$ cat src/rtl/ucl_pkg.sv
package ucl_pkg;
  localparam int WORD_W = 16;
  localparam int REC_WORDS = 4;

  typedef enum logic [1:0] {
    RK_IMEM = 2'd0,
    RK_MAP  = 2'd1,
    RK_END  = 2'd2,
    RK_RF   = 2'd3
  } rec_kind_e;

  typedef enum logic [2:0] {
    T_IDLE, T_ISSUE, T_FETCH, T_EXEC, T_GAP
  } top_state_e;

  typedef enum logic [1:0] {
    R_IDLE, R_REQ, R_WAIT
  } rd_state_e;

  typedef struct packed {
    logic [WORD_W-1:0] hdr;
    logic [WORD_W-1:0] tgt;
    logic [WORD_W-1:0] w0;
    logic [WORD_W-1:0] w1;
  } rec_t;
endpackage

$ cat src/rtl/ucl_reader.sv
module ucl_reader
  import ucl_pkg::*;
#(
  parameter int AW = 16
) (
  input  logic              clk,
  input  logic              rst_n,
  input  logic              fetch,
  input  logic [AW-1:0]     base,
  output logic              req_valid,
  input  logic              req_ready,
  output logic [AW-1:0]     req_addr,
  input  logic              rsp_valid,
  input  logic [WORD_W-1:0] rsp_data,
  output rec_t              rec,
  output logic              rec_done
);
  localparam int IDX_W = $clog2(REC_WORDS);

  rd_state_e                          st;
  logic [IDX_W-1:0]                   idx;
  logic [AW-1:0]                      base_q;
  logic [REC_WORDS-1:0][WORD_W-1:0]   words;

  always_ff @(posedge clk or negedge rst_n) begin
    if (!rst_n) begin
      st       <= R_IDLE;
      idx      <= '0;
      base_q   <= '0;
      words    <= '0;
      rec_done <= 1'b0;
    end else begin
      rec_done <= 1'b0;
      unique case (st)
        R_IDLE: if (fetch) begin
          base_q <= base;
          idx    <= '0;
          st     <= R_REQ;
        end
        R_REQ: if (req_ready) st <= R_WAIT;
        R_WAIT: if (rsp_valid) begin
          words[idx] <= rsp_data;
          if (idx == IDX_W'(REC_WORDS - 1)) begin
            st       <= R_IDLE;
            rec_done <= 1'b1;
          end else begin
            idx <= idx + 1'b1;
            st  <= R_REQ;
          end
        end
        default: st <= R_IDLE;
      endcase
    end
  end

  assign req_valid = (st == R_REQ);
  assign req_addr  = base_q + AW'(idx);
  assign rec.hdr   = words[0];
  assign rec.tgt   = words[1];
  assign rec.w0    = words[2];
  assign rec.w1    = words[3];


  req_hold_chk: assert property (@(posedge clk) disable iff (!rst_n)
    (req_valid && !req_ready) |=> (req_valid && $stable(req_addr)));
endmodule

$ cat src/rtl/ucl_route.sv
module ucl_route
  import ucl_pkg::*;
#(
  parameter int PAGE_LSB  = 6,
  parameter int ISET_W    = 2,
  parameter int RESV_PAGE = 'o76
) (
  input  logic              exec,
  input  rec_t              rec,
  output logic              is_end,
  output logic              imem_we,
  output logic [WORD_W-1:0] imem_addr,
  output logic [WORD_W-1:0] imem_lh,
  output logic [WORD_W-1:0] imem_rh,
  output logic              imem_lh_pbad,
  output logic              imem_rh_pbad,
  output logic              imem_rsel_x,
  output logic              imem_block,
  output logic              map_we,
  output logic [ISET_W-1:0] map_iset,
  output logic [7:0]        map_brk,
  output logic [WORD_W-1:0] map_lh,
  output logic [WORD_W-1:0] map_rh,
  output logic              rf_we,
  output logic [3:0]        rf_bank,
  output logic [3:0]        rf_idx,
  output logic [WORD_W-1:0] rf_data
);
  localparam int PG_W = WORD_W - PAGE_LSB;

  rec_kind_e kind;
  logic      on_resv;
  logic      unused_hdr;

  assign kind       = rec_kind_e'(rec.hdr[1:0]);
  assign on_resv    = (rec.tgt[WORD_W-1:PAGE_LSB] == PG_W'(RESV_PAGE));
  assign unused_hdr = ^rec.hdr[11:2];
  assign is_end     = (kind == RK_END);

  assign imem_we      = exec && (kind == RK_IMEM) && !on_resv;
  assign imem_addr    = rec.tgt;
  assign imem_lh      = rec.w0;
  assign imem_rh      = rec.w1;
  assign imem_lh_pbad = rec.hdr[15];
  assign imem_rsel_x  = rec.hdr[14];
  assign imem_rh_pbad = rec.hdr[13];
  assign imem_block   = rec.hdr[12];

  assign map_we   = exec && (kind == RK_MAP);
  assign map_brk  = rec.tgt[7:0];
  assign map_iset = rec.tgt[8 +: ISET_W];
  assign map_lh   = rec.w0;
  assign map_rh   = rec.w1;

  assign rf_we   = exec && (kind == RK_RF);
  assign rf_bank = rec.tgt[7:4];
  assign rf_idx  = rec.tgt[3:0];
  assign rf_data = rec.w0;
endmodule

$ cat src/rtl/ucl_sum.sv
module ucl_sum
  import ucl_pkg::*;
(
  input  logic              clk,
  input  logic              rst_n,
  input  logic              clear,
  input  logic              add,
  input  logic              fin,
  input  logic [WORD_W-1:0] w0,
  input  logic [WORD_W-1:0] w1,
  output logic [WORD_W-1:0] sum_q,
  output logic [WORD_W-1:0] expect_q,
  output logic              bad_q
);
  always_ff @(posedge clk or negedge rst_n) begin
    if (!rst_n) begin
      sum_q    <= '0;
      expect_q <= '0;
      bad_q    <= 1'b0;
    end else if (clear) begin
      sum_q    <= '0;
      expect_q <= '0;
      bad_q    <= 1'b0;
    end else if (add) begin
      sum_q <= sum_q + w0 + w1;
    end else if (fin) begin
      expect_q <= w0;
      bad_q    <= (sum_q != w0);
    end
  end
endmodule

$ cat src/rtl/ucode_loader.sv
module ucode_loader
  import ucl_pkg::*;
#(
  parameter int AW        = 16,
  parameter int PAGE_LSB  = 6,
  parameter int RESV_PAGE = 'o76
) (
  input  logic          clk,
  input  logic          rst_n,
  input  logic          start,
  input  logic [AW-1:0] base_ptr,
  input  logic          overlay_mode,
  output logic          req_valid,
  input  logic          req_ready,
  output logic [AW-1:0] req_addr,
  input  logic          rsp_valid,
  input  logic [15:0]   rsp_data,
  output logic          imem_we,
  output logic [15:0]   imem_addr,
  output logic [15:0]   imem_lh,
  output logic [15:0]   imem_rh,
  output logic          imem_lh_pbad,
  output logic          imem_rh_pbad,
  output logic          imem_rsel_x,
  output logic          imem_block,
  output logic          map_we,
  output logic [1:0]    map_iset,
  output logic [7:0]    map_brk,
  output logic [15:0]   map_lh,
  output logic [15:0]   map_rh,
  output logic          rf_we,
  output logic [3:0]    rf_bank,
  output logic [3:0]    rf_idx,
  output logic [15:0]   rf_data,
  output logic          busy,
  output logic          done,
  output logic          jump_valid,
  output logic [15:0]   jump_addr,
  output logic [AW-1:0] final_ptr,
  output logic          task_en,
  output logic          dec_reset,
  output logic [15:0]   csum_expect,
  output logic [15:0]   csum_actual,
  output logic          csum_bad
);
  localparam logic [AW-1:0] STEP = AW'(REC_WORDS);
  localparam int PG_W = WORD_W - PAGE_LSB;

  top_state_e    st;
  logic [AW-1:0] ptr;
  logic          mode_q;
  logic          fetch, rec_done, exec, is_end;
  rec_t          rec;

  assign fetch = (st == T_ISSUE);
  assign exec  = (st == T_EXEC);
  assign busy  = (st != T_IDLE);

  ucl_reader #(.AW(AW)) u_reader (
    .clk(clk), .rst_n(rst_n), .fetch(fetch), .base(ptr),
    .req_valid(req_valid), .req_ready(req_ready), .req_addr(req_addr),
    .rsp_valid(rsp_valid), .rsp_data(rsp_data),
    .rec(rec), .rec_done(rec_done)
  );

  ucl_route #(.PAGE_LSB(PAGE_LSB), .ISET_W(2), .RESV_PAGE(RESV_PAGE)) u_route (
    .exec(exec), .rec(rec), .is_end(is_end),
    .imem_we(imem_we), .imem_addr(imem_addr), .imem_lh(imem_lh), .imem_rh(imem_rh),
    .imem_lh_pbad(imem_lh_pbad), .imem_rh_pbad(imem_rh_pbad),
    .imem_rsel_x(imem_rsel_x), .imem_block(imem_block),
    .map_we(map_we), .map_iset(map_iset), .map_brk(map_brk),
    .map_lh(map_lh), .map_rh(map_rh),
    .rf_we(rf_we), .rf_bank(rf_bank), .rf_idx(rf_idx), .rf_data(rf_data)
  );

  ucl_sum u_sum (
    .clk(clk), .rst_n(rst_n),
    .clear(st == T_IDLE && start),
    .add(exec && !is_end),
    .fin(exec && is_end),
    .w0(rec.w0), .w1(rec.w1),
    .sum_q(csum_actual), .expect_q(csum_expect), .bad_q(csum_bad)
  );

  always_ff @(posedge clk or negedge rst_n) begin
    if (!rst_n) begin
      st         <= T_IDLE;
      ptr        <= '0;
      mode_q     <= 1'b0;
      task_en    <= 1'b1;
      done       <= 1'b0;
      jump_valid <= 1'b0;
      jump_addr  <= '0;
      final_ptr  <= '0;
      dec_reset  <= 1'b0;
    end else begin
      done       <= 1'b0;
      jump_valid <= 1'b0;
      dec_reset  <= 1'b0;
      unique case (st)
        T_IDLE: if (start) begin
          ptr       <= base_ptr;
          mode_q    <= overlay_mode;
          task_en   <= 1'b0;
          dec_reset <= 1'b1;
          st        <= T_ISSUE;
        end
        T_ISSUE: st <= T_FETCH;
        T_FETCH: if (rec_done) st <= T_EXEC;
        T_EXEC: begin
          dec_reset <= 1'b1;
          ptr       <= ptr + STEP;
          if (is_end) begin
            st         <= T_IDLE;
            done       <= 1'b1;
            jump_valid <= !mode_q;
            jump_addr  <= rec.w1;
            final_ptr  <= ptr + STEP;
            task_en    <= mode_q;
          end else if (mode_q) begin
            task_en <= 1'b1;
            st      <= T_GAP;
          end else begin
            st <= T_ISSUE;
          end
        end
        T_GAP: begin
          task_en <= 1'b0;
          st      <= T_ISSUE;
        end
        default: st <= T_IDLE;
      endcase
    end
  end


  store_onehot_chk: assert property (@(posedge clk) disable iff (!rst_n)
    $onehot0({imem_we, map_we, rf_we}));

  write_tasks_off_chk: assert property (@(posedge clk) disable iff (!rst_n)
    (imem_we || map_we || rf_we) |-> !task_en);

  resv_page_chk: assert property (@(posedge clk) disable iff (!rst_n)
    imem_we |-> (imem_addr[15:PAGE_LSB] != PG_W'(RESV_PAGE)));

  jump_with_done_chk: assert property (@(posedge clk) disable iff (!rst_n)
    jump_valid |-> (done && !busy));

  overlay_no_jump_chk: assert property (@(posedge clk) disable iff (!rst_n)
    (done && mode_q) |-> !jump_valid);
endmodule

$ cat config.mk
export PLATFORM = sky130hd
export DESIGN_NAME = ucode_loader
export DESIGN_NICKNAME = d
export VERILOG_FILES = /design/src/rtl/ucl_pkg.sv /design/src/rtl/ucl_reader.sv /design/src/rtl/ucl_route.sv /design/src/rtl/ucl_sum.sv /design/src/rtl/ucode_loader.sv
export SDC_FILE = /design/constraint.sdc
export NUM_CORES = 1
export LEC_CHECK = 0
export BUFFER_PORTS_ARGS = -buffer_cell sky130_fd_sc_hd__buf_4
export CELL_PAD_IN_SITES_DETAIL_PLACEMENT = 1
export CELL_PAD_IN_SITES_GLOBAL_PLACEMENT = 2
export CORE_MARGIN = 4
export CORE_UTILIZATION = 30
export CTS_BUF_LIST = sky130_fd_sc_hd__clkbuf_8 sky130_fd_sc_hd__clkbuf_16
export DETAILED_ROUTE_END_ITERATION = 10
export PLACE_DENSITY = 0.77
export SLEW_MARGIN = 0
export SYNTH_ARGS = -nofsm -noshare
export SYNTH_HDL_FRONTEND = slang
export SYNTH_SLANG_ARGS = --single-unit
$ cat constraint.sdc
create_clock -name clk -period 2.5 [get_ports clk]
set_input_delay 0.375 -clock clk [delete_from_list [all_inputs] [get_ports clk]]
set_output_delay 0.375 -clock clk [all_outputs]
set_load 0.02 [all_outputs]
==> Yosys cells after proc, flatten, opt, wreduce, memory -nomap -nowiden <==
Cells that the tools add are included.
{ "word_totals": {"register_bits": 174, "inputBits": 38} }
{ "classes": {"addsub": 5, "order_cmp": 2, "eq_ne": 20, "n_mux": 40, "n_reduce_logical": 30} }
{ "op_table": {"columns": ["op", "count"], "rows": [
  ["$mux W16", 7],
  ["$bwmux W64", 1],
  ["$add A16 B16 Y16", 2],
  ["$demux W16 S2", 1],
  ["$pmux W16 S2", 1],
  ["$add A16 B2 Y16", 1],
  ["$add A16 B3 Y16 const B", 1],
  ["$ne A16 B16 Y1", 1],
  ["$mux W1", 15],
  ["$pmux W3 S5", 1],
  ["$reduce_and A2 Y1", 7],
  ["$mux W2", 6],
  ["$mux W3", 4],
  ["$eq A10 B6 Y1 const B", 1],
  ["$eq A2 B2 Y1 const B", 4],
  ["$logic_and A1 B1 Y1", 8],
  ["$ne A2 B2 Y1 const B", 4],
  ["$reduce_bool A2 Y1", 4],
  ["$eq A3 B2 Y1 const B", 2],
  ["$ne A2 B1 Y1 const B", 3],
  ["$pmux W2 S3", 1],
  ["$reduce_and A3 Y1", 2],
  ["$reduce_bool A3 Y1", 2],
  ["$eq A2 B1 Y1 const B", 2],
  ["other kinds (13)", 16]
]} }

==> Longest topological paths before layout <==
Gate-level depths: netlist of the first run.
{ "depth": {"ltp_word": 5, "mapped_depth": 10, "mapped_depth_nobuf": 10} }

==> Hierarchy <==
From an unflattened synthesis of the first run, not the netlist that was laid out.
{ "hier_totals": {"cells_unflattened": 812, "area_unflattened_um2": 9634.2} }
{ "by_module_without_submodules": {"columns": ["module", "n_inst", "cells_per_inst", "area_each_um2", "seq_area_each_um2"], "rows": [
  ["ucl_reader", 1, 240, 3777.4, 2127.0],
  ["ucode_loader", 1, 231, 2580.0, 1402.6],
  ["ucl_sum", 1, 216, 2333.5, 825.8],
  ["ucl_route", 1, 125, 943.4, 0.0]
]} }

==> Least setup slack after synthesis of the first run <==
No wires, ideal clock.
{ "synth_path": {"path_kind": "reg2reg", "start": "register u_sum.sum_q[1]", "end": "register u_sum.sum_q[9]", "setup_time_ns": 0.134, "arrival_ns": 2.530, "required_ns": 2.366, "setup_slack_ns": -0.164, "stages_incl_launch_ff": 9, "period_less_slack_ns": 2.664, "path_cell_list": "dfrtp_1 > fa_1 > ha_1 > fa_1 > a21o_1 > a221oi_2 > o21ai_0 > xnor2_1 > o21ai_0"} }
{ "synth_between": {"elab_chain_len": 4} }
{ "synth_lines": {"columns": ["element", "line", "source"], "rows": [
  ["from (decl)", "ucl_sum.sv:11", "output logic [WORD_W-1:0] sum_q,"],
  ["from (signal assigned)", "ucl_sum.sv:25", "sum_q <= sum_q + w0 + w1;"],
  ["$add A16 B16 Y16 (2 in series)", "ucl_sum.sv:25", null],
  ["$mux W16", "ucl_sum.sv:24", "end else if (add) begin"],
  ["$mux W16", "ucl_sum.sv:20", "end else if (clear) begin"]
]} }
Every way passes these cells. The select of a mux whose other input is x is not followed.
A chain may end at the register's enable or synchronous reset.

==> Final worst setup path of the first run <==
{ "layout_path": {"start": "register u_reader.idx[0]", "end": "output req_addr[10]"} }
{ "layout_between": {"elab_chain_len": 1} }
{ "layout_lines": {"columns": ["element", "line", "source"], "rows": [
  ["from (decl)", "ucl_reader.sv:21", "logic [IDX_W-1:0] idx;"],
  ["from (signal assigned)", "ucl_reader.sv:47", "idx <= idx + 1'b1;"],
  ["$add A16 B2 Y16", "ucl_reader.sv:57", "assign req_addr = base_q + AW'(idx);"],
  ["to (decl)", "ucode_loader.sv:15", "output logic [AW-1:0] req_addr,"]
]} }
Every way passes these cells.

==> results.sh, run 1 <==
export IMPL_status="complete, but fails checks"
export IMPL_violations="negative setup slack"
export IMPL_cp_slowest_stage_delay_ns=0.39
export IMPL_final_nets=1153
export IMPL_ant_nets=0
export IMPL_period_share_pct=112
export IMPL_critPathKind="flop to output pin"
export IMPL_grt_pass1_wl_microns=44900
export IMPL_synthDistinctLibCells=69
export IMPL_ys_ff_latch=164
export IMPL_dp_hpwl_microns=21900
export IMPL_ios=246
export IMPL_coreArea_sq_mm=0.0298
export IMPL_crit_path_start_kind="flop"
export IMPL_path_max_fanout=2
export IMPL_die_w_microns=182
export IMPL_num_antenna_cells=0
export IMPL_synth_edf_count=0
export IMPL_rr_startpoint="u_sum.sum_q[1]"
export IMPL_cpLargestDelayFamily="adder cells"
export IMPL_crit_chain="ha_2 > inv_2 > fa_2 > nand3b_1 > nor2_2 > and3_4 > buf_4 > xor2_2 > buf_6"
export IMPL_ys_flop_type="dfrtp_1"
export IMPL_initial_core_util_pct=30.6
export IMPL_placed_cell_area_sq_mm=0.0110
export IMPL_cts_max_path_buffers=2
export IMPL_cts_tree="yes"
export IMPL_max_freq_ghz=0.358
export IMPL_postLayoutSetupSlackWorst_ns=-0.294
export IMPL_worst_r2r_path_depth=9
export IMPL_slew_headroom_pct=41.7
export IMPL_grt_max_degree=72
export IMPL_grt_pass1_vias=7509
export IMPL_clk_pin_slew_ns=0.07
export IMPL_root_buffer="clkbuf_16"
export IMPL_skew_ns=0.0117
export IMPL_leakage_uw=0.00585
export IMPL_synth_seq_area_share_pct=45.0
export IMPL_timing_rr_end="u_sum.sum_q[13]"
export IMPL_crit_arrival_ns=2.42
export IMPL_row_count=63
export IMPL_wl_per_cell_microns=19.8
export IMPL_r2r_slack_ns=-0.02
export IMPL_numCtsBuffers=17
export IMPL_syn2layout_area_growth_pct=30.1
export IMPL_required_ns=2.12
export IMPL_cts_htree_levels=4
export IMPL_yosysWarnings=0
export IMPL_grt_overflow=0
export IMPL_syn_area_per_cell_sq_um=10.4
export IMPL_track_usage_pct=17.4
export IMPL_syn_num_nets=954
export IMPL_die_area_sq_mm=0.0332
export IMPL_drive_gt1_share_pct=44.9
export IMPL_ir_drop_mv=0.581
export IMPL_hold_path_class="primary input to flop"
export IMPL_netlist_instances=878
export IMPL_path_buf_inv=3
export IMPL_vias=7051
export IMPL_power_uw=17300
export IMPL_slowest_stage="fa_2"
export IMPL_worst_slew_pin_slew_ns=0.875
export IMPL_hold_end="mode_q"
export IMPL_maxCapViolations=0
export IMPL_rsz0062_at_grt="yes"
export IMPL_maxSlewViolCount=0
export IMPL_p_per_area_mw_per_mm2=1460
export IMPL_drt_initial_drc_count=353
export IMPL_routed_via_density=4.76
export IMPL_clk_insertion_delay_late_ns=0.44
export IMPL_drt_wl_total_microns=29400
export IMPL_port_buffer_count=245
export IMPL_fp_dieH_microns=182
export IMPL_worst_setup_path_end_kind="output pin"
export IMPL_gp_congestion=0.836
export IMPL_dr_pass1_iters=6
export IMPL_drcViolationCount=0
export IMPL_hp_start="overlay_mode"
export IMPL_min_delay_path_depth=3
export IMPL_fin_crit_ns=2.79
export IMPL_mostFrequentLayoutCell="buf_4"
export IMPL_async_flop_share_pct=100
export IMPL_layout_common_cells="buf_4 (315), dfrtp_1 (160), nand2_1 (144), mux2_2 (64), xnor2_1 (40)"
export IMPL_synthesis_area_sq_mm=0.00911
export IMPL_hold_violations=0
export IMPL_setup_violations=12
export IMPL_finalInstanceArea_sq_mm=0.0119
export IMPL_cts_sinks=164
export IMPL_antenna_found_initial=0
## cell families (layout without fill, tap and decap cells)
family | after synthesis | in the layout | synth area share, %
muxes | 71 | 71 | 9.01
xor gates and xnor gates | 52 | 52 | 5.00
and+or+nand+nor | 264 | 264 | 13.5
adders and majority gates | 38 | 38 | 6.62
AOI/OAI and AO/OA | 122 | 122 | 8.44
buffers and inverters | 167 | 379 | 12.4
DFF | 164 | 164 | 45.0
## synthesized netlist by cell type (2+ instances only)
library cell  count  area [sq um]
dfrtp_1         163          4080
nand2_1         146           548
buf_4           118           886
mux2_2           64           721
o21ai_0          43           215
xnor2_1          42           368
nor2_1           36           135
a21oi_1          24           120
ha_1             21           263
inv_1            19          71.3
nand3_1          18          90.1
fa_1             17           340
buf_2            11          55.1
nand4_1          11          68.8
clkbuf_1         10          37.5
xor2_1           10          87.6
and3_1            9          56.3
nor3_1            7          35.0
or3_1             7          43.8
mux2_4            6          90.1
o22ai_1           6          37.5
nand2_2           5          31.3
o21ai_1           5          25.0
a21o_1            4          30.0
a22o_1            4          35.0
and2_1            4          25.0
buf_6             4          45.0
nand2b_1          4          25.0
a211oi_1          3          22.5
a311oi_1          3          26.3
a31oi_1           3          18.8
clkbuf_2          3          15.0
nor4_1            3          18.8
o211ai_1          3          22.5
o31ai_1           3          22.5
a32o_1            2          20.0
and3b_1           2          17.5
nor3_2            2          20.0
o21a_1            2          15.0
o21ai_2           2          17.5
## worst min-delay path: cells and delay by family
family,cells,cell delay (ns)
buf+inv,1,0.10
simple gates,2,0.10
## report_power, final
group / leakage, uW / total (uW) / switching, uW / internal, uW
clock: 0.000280 / 2610 / 1260 / 1350
sequential: 0.00211 / 4750 / 1060 / 3680
combinational: 0.00346 / 9910 / 5550 / 4360
## worst max path at each step
| stage | from | endpoint | slack, ns | cells after the start |
|---|---|---|---|---|
| global route | u_reader.idx[0] | req_addr[10] | -0.42 | 9 |
| global placement | u_reader.rec[17] | u_sum.sum_q[7] | -0.13 | 8 |
| finish | u_reader.idx[0] | req_addr[10] | -0.29 | 9 |
| floorplan | u_reader.rec[21] | u_sum.sum_q[12] | 0.008 | 7 |
| CTS | u_reader.idx[0] | req_addr[12] | -0.25 | 9 |
| detailed placement | u_reader.rec[17] | u_sum.sum_q[7] | -0.14 | 8 |
## metrics by stage
step	std cells	setup slack (ns)	hold slack (ns)	util (%)	TNS, ns
after floorplan	878	0.00816	0.0794	-	0
after global placement	1434	-0.132	0.432	36.8	-0.477
after detailed placement	1434	-0.145	0.443	36.8	-0.724
after CTS	1474	-0.249	0.147	39.1	-1.32
after global routing	1480	-0.423	0.161	39.8	-3.85
final	1480	-0.294	0.169	39.8	-1.62
## registers in the layout, summed over array words and instances (netlist names)
name	flops
u_reader.idx	2
u_sum.sum_q	16
final_ptr	16
jump_valid	1
u_sum.bad_q	1
task_en	1
u_reader.rec_done	1
jump_addr	16
u_sum.expect_q	16
mode_q	1
ptr	16
st	3
u_reader.rec	54
u_reader.st	2
dec_reset	1
done	1
u_reader.base_q	16
## area by class of cell
class / instances / area (sq um)
clock buffers: 18 / 439
repair buffers: 327 / 2540
multi-input cells: 547 / 4070
fillers: 3382 / 17900
clock inverters: 14 / 131
well taps: 390 / 488
flip-flops and latches: 164 / 4110
inverters: 20 / 75.1
## routing by layer
layer	global-route usage (%)	part of all wire [%]	up-vias
met5	0	0	-
met4	3.78	1.2	0
met3	3.69	4.8	18
met2	29.7	50	179
met1	22.8	44	3594
li1	-	-	3260
## timing repair
item / 4_1_cts / 5_1_grt
hold endpoints to repair: 18 / 0
hold buffers: 1 / 0
gates resized for setup: 15 / 35
endpoints found under the setup margin: 19 / 20
pin swaps: 15 / 25
setup buffers: 9 / 7
(Power assumes the default switching activity.)
==> run 2, diff against run 1 <==
Settings changed: SKIP_LAST_GASP set to 1.
==> run 2 against run 1 <==
  * The run still ends with negative setup slack left
  * Cell count unchanged
  * Worst setup slack better by 0.0035 ns
  * Sequential cell count stayed put
  * Fmax rose by 0.12%
  * Die area is the same
  * First-iteration DRC count is 4.0% lower
  * Largest power group unchanged
  * Global-route usage is the same
  * Clock power hardly changed
  * Highest routed layer unchanged
  * Critical path depth unchanged
  * Routed wire length is 0.50% lower
  * Power fell by 0.13%
==> results.sh, run 2 (synthesis results as in run 1) <==
export IMPL_skew_ns=0.0109
export IMPL_initial_core_util_pct=30.6
export IMPL_layout_common_cells="buf_4 (315), dfrtp_1 (160), nand2_1 (144), mux2_2 (64), xnor2_1 (40)"
export IMPL_grt_pass1_vias=7510
export IMPL_drcViolationCount=0
export IMPL_cts_htree_levels=4
export IMPL_violations="negative setup slack"
export IMPL_placed_cell_area_sq_mm=0.0110
export IMPL_coreArea_sq_mm=0.0298
export IMPL_critPathKind="flop to output pin"
export IMPL_crit_arrival_ns=2.42
export IMPL_routed_via_density=4.75
export IMPL_p_per_area_mw_per_mm2=1460
export IMPL_crit_path_start_kind="flop"
export IMPL_grt_pass1_wl_microns=44900
export IMPL_dp_hpwl_microns=21900
export IMPL_fp_dieH_microns=182
export IMPL_largest_register_ffs=54
export IMPL_final_nets=1153
export IMPL_die_area_sq_mm=0.0332
export IMPL_worst_setup_path_end_kind="output pin"
export IMPL_track_usage_pct=17.4
export IMPL_gp_congestion=0.836
export IMPL_grt_overflow=0
export IMPL_clk_insertion_delay_late_ns=0.44
export IMPL_maxCapViolations=0
export IMPL_drive_gt1_share_pct=44.8
export IMPL_leakage_uw=0.00585
export IMPL_worst_slew_pin_slew_ns=0.874
export IMPL_period_share_pct=112
export IMPL_dp_slack_ns=-0.145
export IMPL_port_buffer_count=245
export IMPL_postLayoutSetupSlackWorst_ns=-0.291
export IMPL_cts_tree="yes"
export IMPL_finalInstanceArea_sq_mm=0.0119
export IMPL_maxSlewViolCount=0
export IMPL_antenna_found_initial=0
export IMPL_syn2layout_area_growth_pct=30.0
export IMPL_wl_per_cell_microns=19.7
export IMPL_dr_pass1_iters=4
export IMPL_cts_max_path_buffers=2
export IMPL_path_max_fanout=2
export IMPL_drt_initial_drc_count=339
export IMPL_setup_violations=12
export IMPL_cts_sinks=164
export IMPL_slew_headroom_pct=41.7
export IMPL_rsz0062_at_grt="yes"
export IMPL_max_freq_ghz=0.358
export IMPL_row_count=63
export IMPL_vias=7033
export IMPL_grt_max_degree=72
export IMPL_required_ns=2.12
export IMPL_status="complete, but fails checks"
export IMPL_hold_ws_ns=0.163
export IMPL_num_antenna_cells=0
export IMPL_ios=246
export IMPL_ant_nets=0
export IMPL_clk_pin_slew_ns=0.07
export IMPL_mostFrequentLayoutCell="buf_4"
export IMPL_drt_wl_total_microns=29200
export IMPL_root_buffer="clkbuf_16"
export IMPL_hold_violations=0
export IMPL_die_w_microns=182
export IMPL_ir_drop_mv=0.580
export IMPL_fin_crit_ns=2.79
export IMPL_numCtsBuffers=17
export IMPL_hold_path_class="primary input to flop"
[run 2: changes by cell type in the layout (fill, tap and decap cells not counted)]
cell / change
o31ai_2: -1
a211oi_2: +1
o21ai_0: +1
a211oi_4: -1
o21ai_2: -1
o31ai_4: +1
[run 2: critical path, stage by stage, from the launching register on]
cell and delay, ns:
dfrtp_1 0.36, ha_2 0.20, inv_2 0.04, fa_2 0.39
nand3b_1 0.23, nor2_2 0.15, and3_4 0.21, buf_4 0.12
xor2_2 0.15, buf_6 0.14
[run 2: worst paths after layout]
path	from	end	slack, ns	cells past startpoint
worst max-delay path	u_reader.idx[0]	req_addr[10]	-0.29	9
max in group asynchronous	rst_n	u_sum.sum_q[14]	1.22	3
worst min register to register	jump_addr[14]	jump_addr[14]	0.48	2
worst min-delay path	overlay_mode	mode_q	0.16	3
min in group asynchronous	rst_n	u_reader.base_q[9]	0.52	2
worst max register to register	u_sum.sum_q[1]	u_sum.sum_q[9]	-0.04	9
[run 2: area by class of cell]
type / count / area (sq um)
fill: 3383 / 17900
clock buffer: 18 / 439
sequential: 164 / 4110
clock inverter: 14 / 131
timing repair buffer: 327 / 2540
inverter: 20 / 75.1
multi-input combinational: 547 / 4060
tap: 390 / 488
[run 2: timing repair]
action / CTS / global route
hold buffers: 1 / 0
buffers inserted: 9 / 7
endpoints found under the setup margin: 19 / 20
pin swaps: 14 / 25
resized for setup: 13 / 35
hold endpoints to repair: 18 / 0
[run 2: per-layer routing]
metal / routed length, microns / GRT usage, % / vias to the layer above
li1: - / - / 3269
met1: 12700 / 22.8 / 3560
met2: 14700 / 29.7 / 183
met3: 1450 / 3.69 / 21
met4: 396 / 3.78 / 0
met5: 0 / 0 / -
[run 2: where the power goes]
part	internal (uW)	switching (uW)	leakage (uW)
Sequential	3680	1060	0.00211
Clock	1350	1260	0.000280
Combinational	4360	5530	0.00346
Total	9400	7850	0.00585
[run 2: stage by stage]
| stage | std cells | power [uW] | setup TNS, ns | utilization [%] |
|---|---|---|---|---|
| floorplan | 878 | 11000 | 0 | - |
| global placement | 1434 | 14100 | -0.477 | 36.8 |
| detailed placement | 1434 | 14400 | -0.724 | 36.8 |
| CTS | 1474 | 17200 | -1.34 | 39.1 |
| global route | 1480 | 18500 | -3.91 | 39.8 |
| finish | 1480 | 17200 | -1.63 | 39.8 |
==> run 3, diff against run 2 <==
Settings changed: PLACE_DENSITY 0.77 to not set, PLACE_DENSITY_LB_ADDON set to 0.2.
==> run 3 against run 2 <==
  * The flow still finishes with violations (negative setup slack)
  * Design area rose by 0.42%
  * Die area stayed put
  * Non-clock buffer count rose by 4
  * Via count down 1.4%
  * Sequential share of layout area decreased by 0.12 points
  * Count of clock-buffer cells in the layout is the same
  * Largest power group unchanged
  * Clock skew increased by 0.011 ns
  * Combinational power is 0.5% lower
  * Clock power up 6%
  * Core utilization is 0.17 points higher
  * Cell count rose by 0.27%
==> results.sh, run 3 (synthesis results as in run 1) <==
export IMPL_status="complete, but fails checks"
export IMPL_violations="negative setup slack"
export IMPL_die_area_sq_mm=0.0332
export IMPL_gp_congestion=0.822
export IMPL_ant_nets=0
export IMPL_syn2layout_area_growth_pct=30.6
export IMPL_drt_wl_total_microns=30100
export IMPL_seqCellArea_sq_mm=0.00411
export IMPL_clk_pin_slew_ns=0.07
export IMPL_die_w_microns=182
export IMPL_hold_path_class="primary input to flop"
export IMPL_vias=6934
export IMPL_ir_drop_mv=0.604
export IMPL_dp_hpwl_microns=22300
export IMPL_critPathKind="flop to output pin"
export IMPL_met2_usage_pct=28.2
export IMPL_grt_max_degree=80
export IMPL_crit_path_start_kind="flop"
export IMPL_multiInputGateArea_sq_mm=0.00407
export IMPL_busiest_layer="met2"
export IMPL_layout_common_cells="buf_4 (318), dfrtp_1 (158), nand2_1 (145), mux2_2 (64)"
export IMPL_grt_overflow=0
export IMPL_cp_slowest_stage_delay_ns=0.36
export IMPL_p_sw_share_pct=45.0
export IMPL_cts_sinks=164
export IMPL_p_sw_uw=7820
export IMPL_power_frac_comb_pct=56.6
export IMPL_met1_usage_pct=24.9
export IMPL_num_fill_cells=3377
export IMPL_largest_register_ffs=54
export IMPL_antenna_found_initial=0
export IMPL_leakage_uw=0.00587
export IMPL_fp_dieH_microns=182
export IMPL_wl_per_cell_microns=20.3
export IMPL_initial_core_util_pct=30.6
export IMPL_mostFrequentLayoutCell="buf_4"
export IMPL_crit_chain="ha_2 > inv_2 > fa_2 > nand3b_1 > nor2_2 > and3_4 > nand3_1 > xnor2_2 > buf_4"
export IMPL_dp_cells=1433
export IMPL_coreArea_sq_mm=0.0298
export IMPL_ios=246
export IMPL_grt_pass1_wl_microns=45500
export IMPL_clk_insertion_delay_late_ns=0.44
export IMPL_crit_arrival_ns=2.39
export IMPL_slowest_stage="dfrtp_1"
export IMPL_setup_tns_ns=-1.54
export IMPL_grt_pass1_vias=7449
export IMPL_met3_usage_pct=3.77
export IMPL_postLayoutSetupSlackWorst_ns=-0.269
export IMPL_port_buffer_count=245
export IMPL_worst_setup_path_end_kind="output pin"
export IMPL_cts_htree_levels=4
export IMPL_num_antenna_cells=0
export IMPL_row_count=63
export IMPL_worst_slew_pin_slew_ns=0.886
export IMPL_cts_tree="yes"
export IMPL_final_nets=1157
export IMPL_slew_headroom_pct=41.0
export IMPL_maxCapViolations=0
export IMPL_p_per_area_mw_per_mm2=1460
export IMPL_maxSlewViolCount=0
export IMPL_power_internal_uw=9550
export IMPL_p_seq_share_pct=27.4
export IMPL_cts_max_path_buffers=2
export IMPL_path_max_fanout=2
export IMPL_routed_via_density=4.67
export IMPL_power_uw=17400
export IMPL_drcViolationCount=0
export IMPL_period_share_pct=111
export IMPL_final_cells=1484
export IMPL_fin_crit_ns=2.77
export IMPL_skew_ns=0.0216
export IMPL_dr_pass1_iters=4
export IMPL_power_frac_clock_pct=15.9
export IMPL_drive_gt1_share_pct=44.7
export IMPL_drt_initial_drc_count=285
export IMPL_numCtsBuffers=17
export IMPL_max_freq_ghz=0.361
export IMPL_track_usage_pct=17.7
export IMPL_path_buf_inv=2
export IMPL_setup_violations=15
export IMPL_hold_violations=0
export IMPL_cpLargestDelayFamily="simple AND/OR/NAND/NOR gates"
export IMPL_required_ns=2.12
export IMPL_root_buffer="clkbuf_16"
export IMPL_rsz0062_at_grt="yes"
## run 3: layout make-up
class	instances	area share, %
flip-flops and latches	164	34.5
multi-input cells	547	34.2
repair buffers	331	21.5
well taps	390	4.10
clock buffers	18	3.69
clock inverters	14	1.37
inverters	20	0.631
## run 3: tightest hold or removal path, stage by stage
cell and delay, ns:
buf_4 0.09, nand3_1 0.05, nand2_1 0.06
## run 3: worst paths after layout
check	depth (start not counted)	start	slack [ns]	to
min in group asynchronous	2	rst_n	0.38	u_reader.base_q[12]
min	3	base_ptr[1]	0.18	ptr[1]
max reg2reg	9	u_reader.rec[17]	-0.05	u_sum.sum_q[7]
max	9	u_reader.idx[0]	-0.27	req_addr[12]
min reg2reg	2	jump_addr[6]	0.48	jump_addr[6]
max in group asynchronous	3	rst_n	1.34	u_sum.sum_q[1]
## run 3: repair_timing
item	4_1_cts	5_1_grt
hold endpoints to repair	28	0
pin swaps	13	14
gates resized for setup	18	32
setup endpoints to repair	18	20
hold buffers	1	0
gates cloned	0	0
buffers inserted	7	11
## run 3: power groups by stage
stage | sequential (uW) | clock (uW) | combinational [uW]
3_5_place_dp | 4800 | 0 | 9580
3_3_place_gp | 4770 | 0 | 9490
2_1_floorplan | 5110 | 0 | 5880
4_1_cts | 4760 | 2840 | 9760
6_report | 4770 | 2770 | 9840
5_1_grt | 4940 | 2950 | 10700
## run 3: stage by stage
stage	utilization (%)	hold WS, ns	setup WS (ns)	cell area (sq um)
2_1_floorplan	-	0.0794	0.00816	9130
3_3_place_gp	36.7	0.288	-0.0480	10900
3_5_place_dp	36.7	0.284	-0.0930	10900
4_1_cts	39.2	0.158	-0.296	11700
5_1_grt	39.9	0.179	-0.386	11900
6_report	39.9	0.177	-0.269	11900
## run 3: metal layers
layer	routed length (microns)	vias up
met2	14000	186
li1	-	3270
met4	417	0
met3	1790	22
met5	0	-
met1	13800	3456
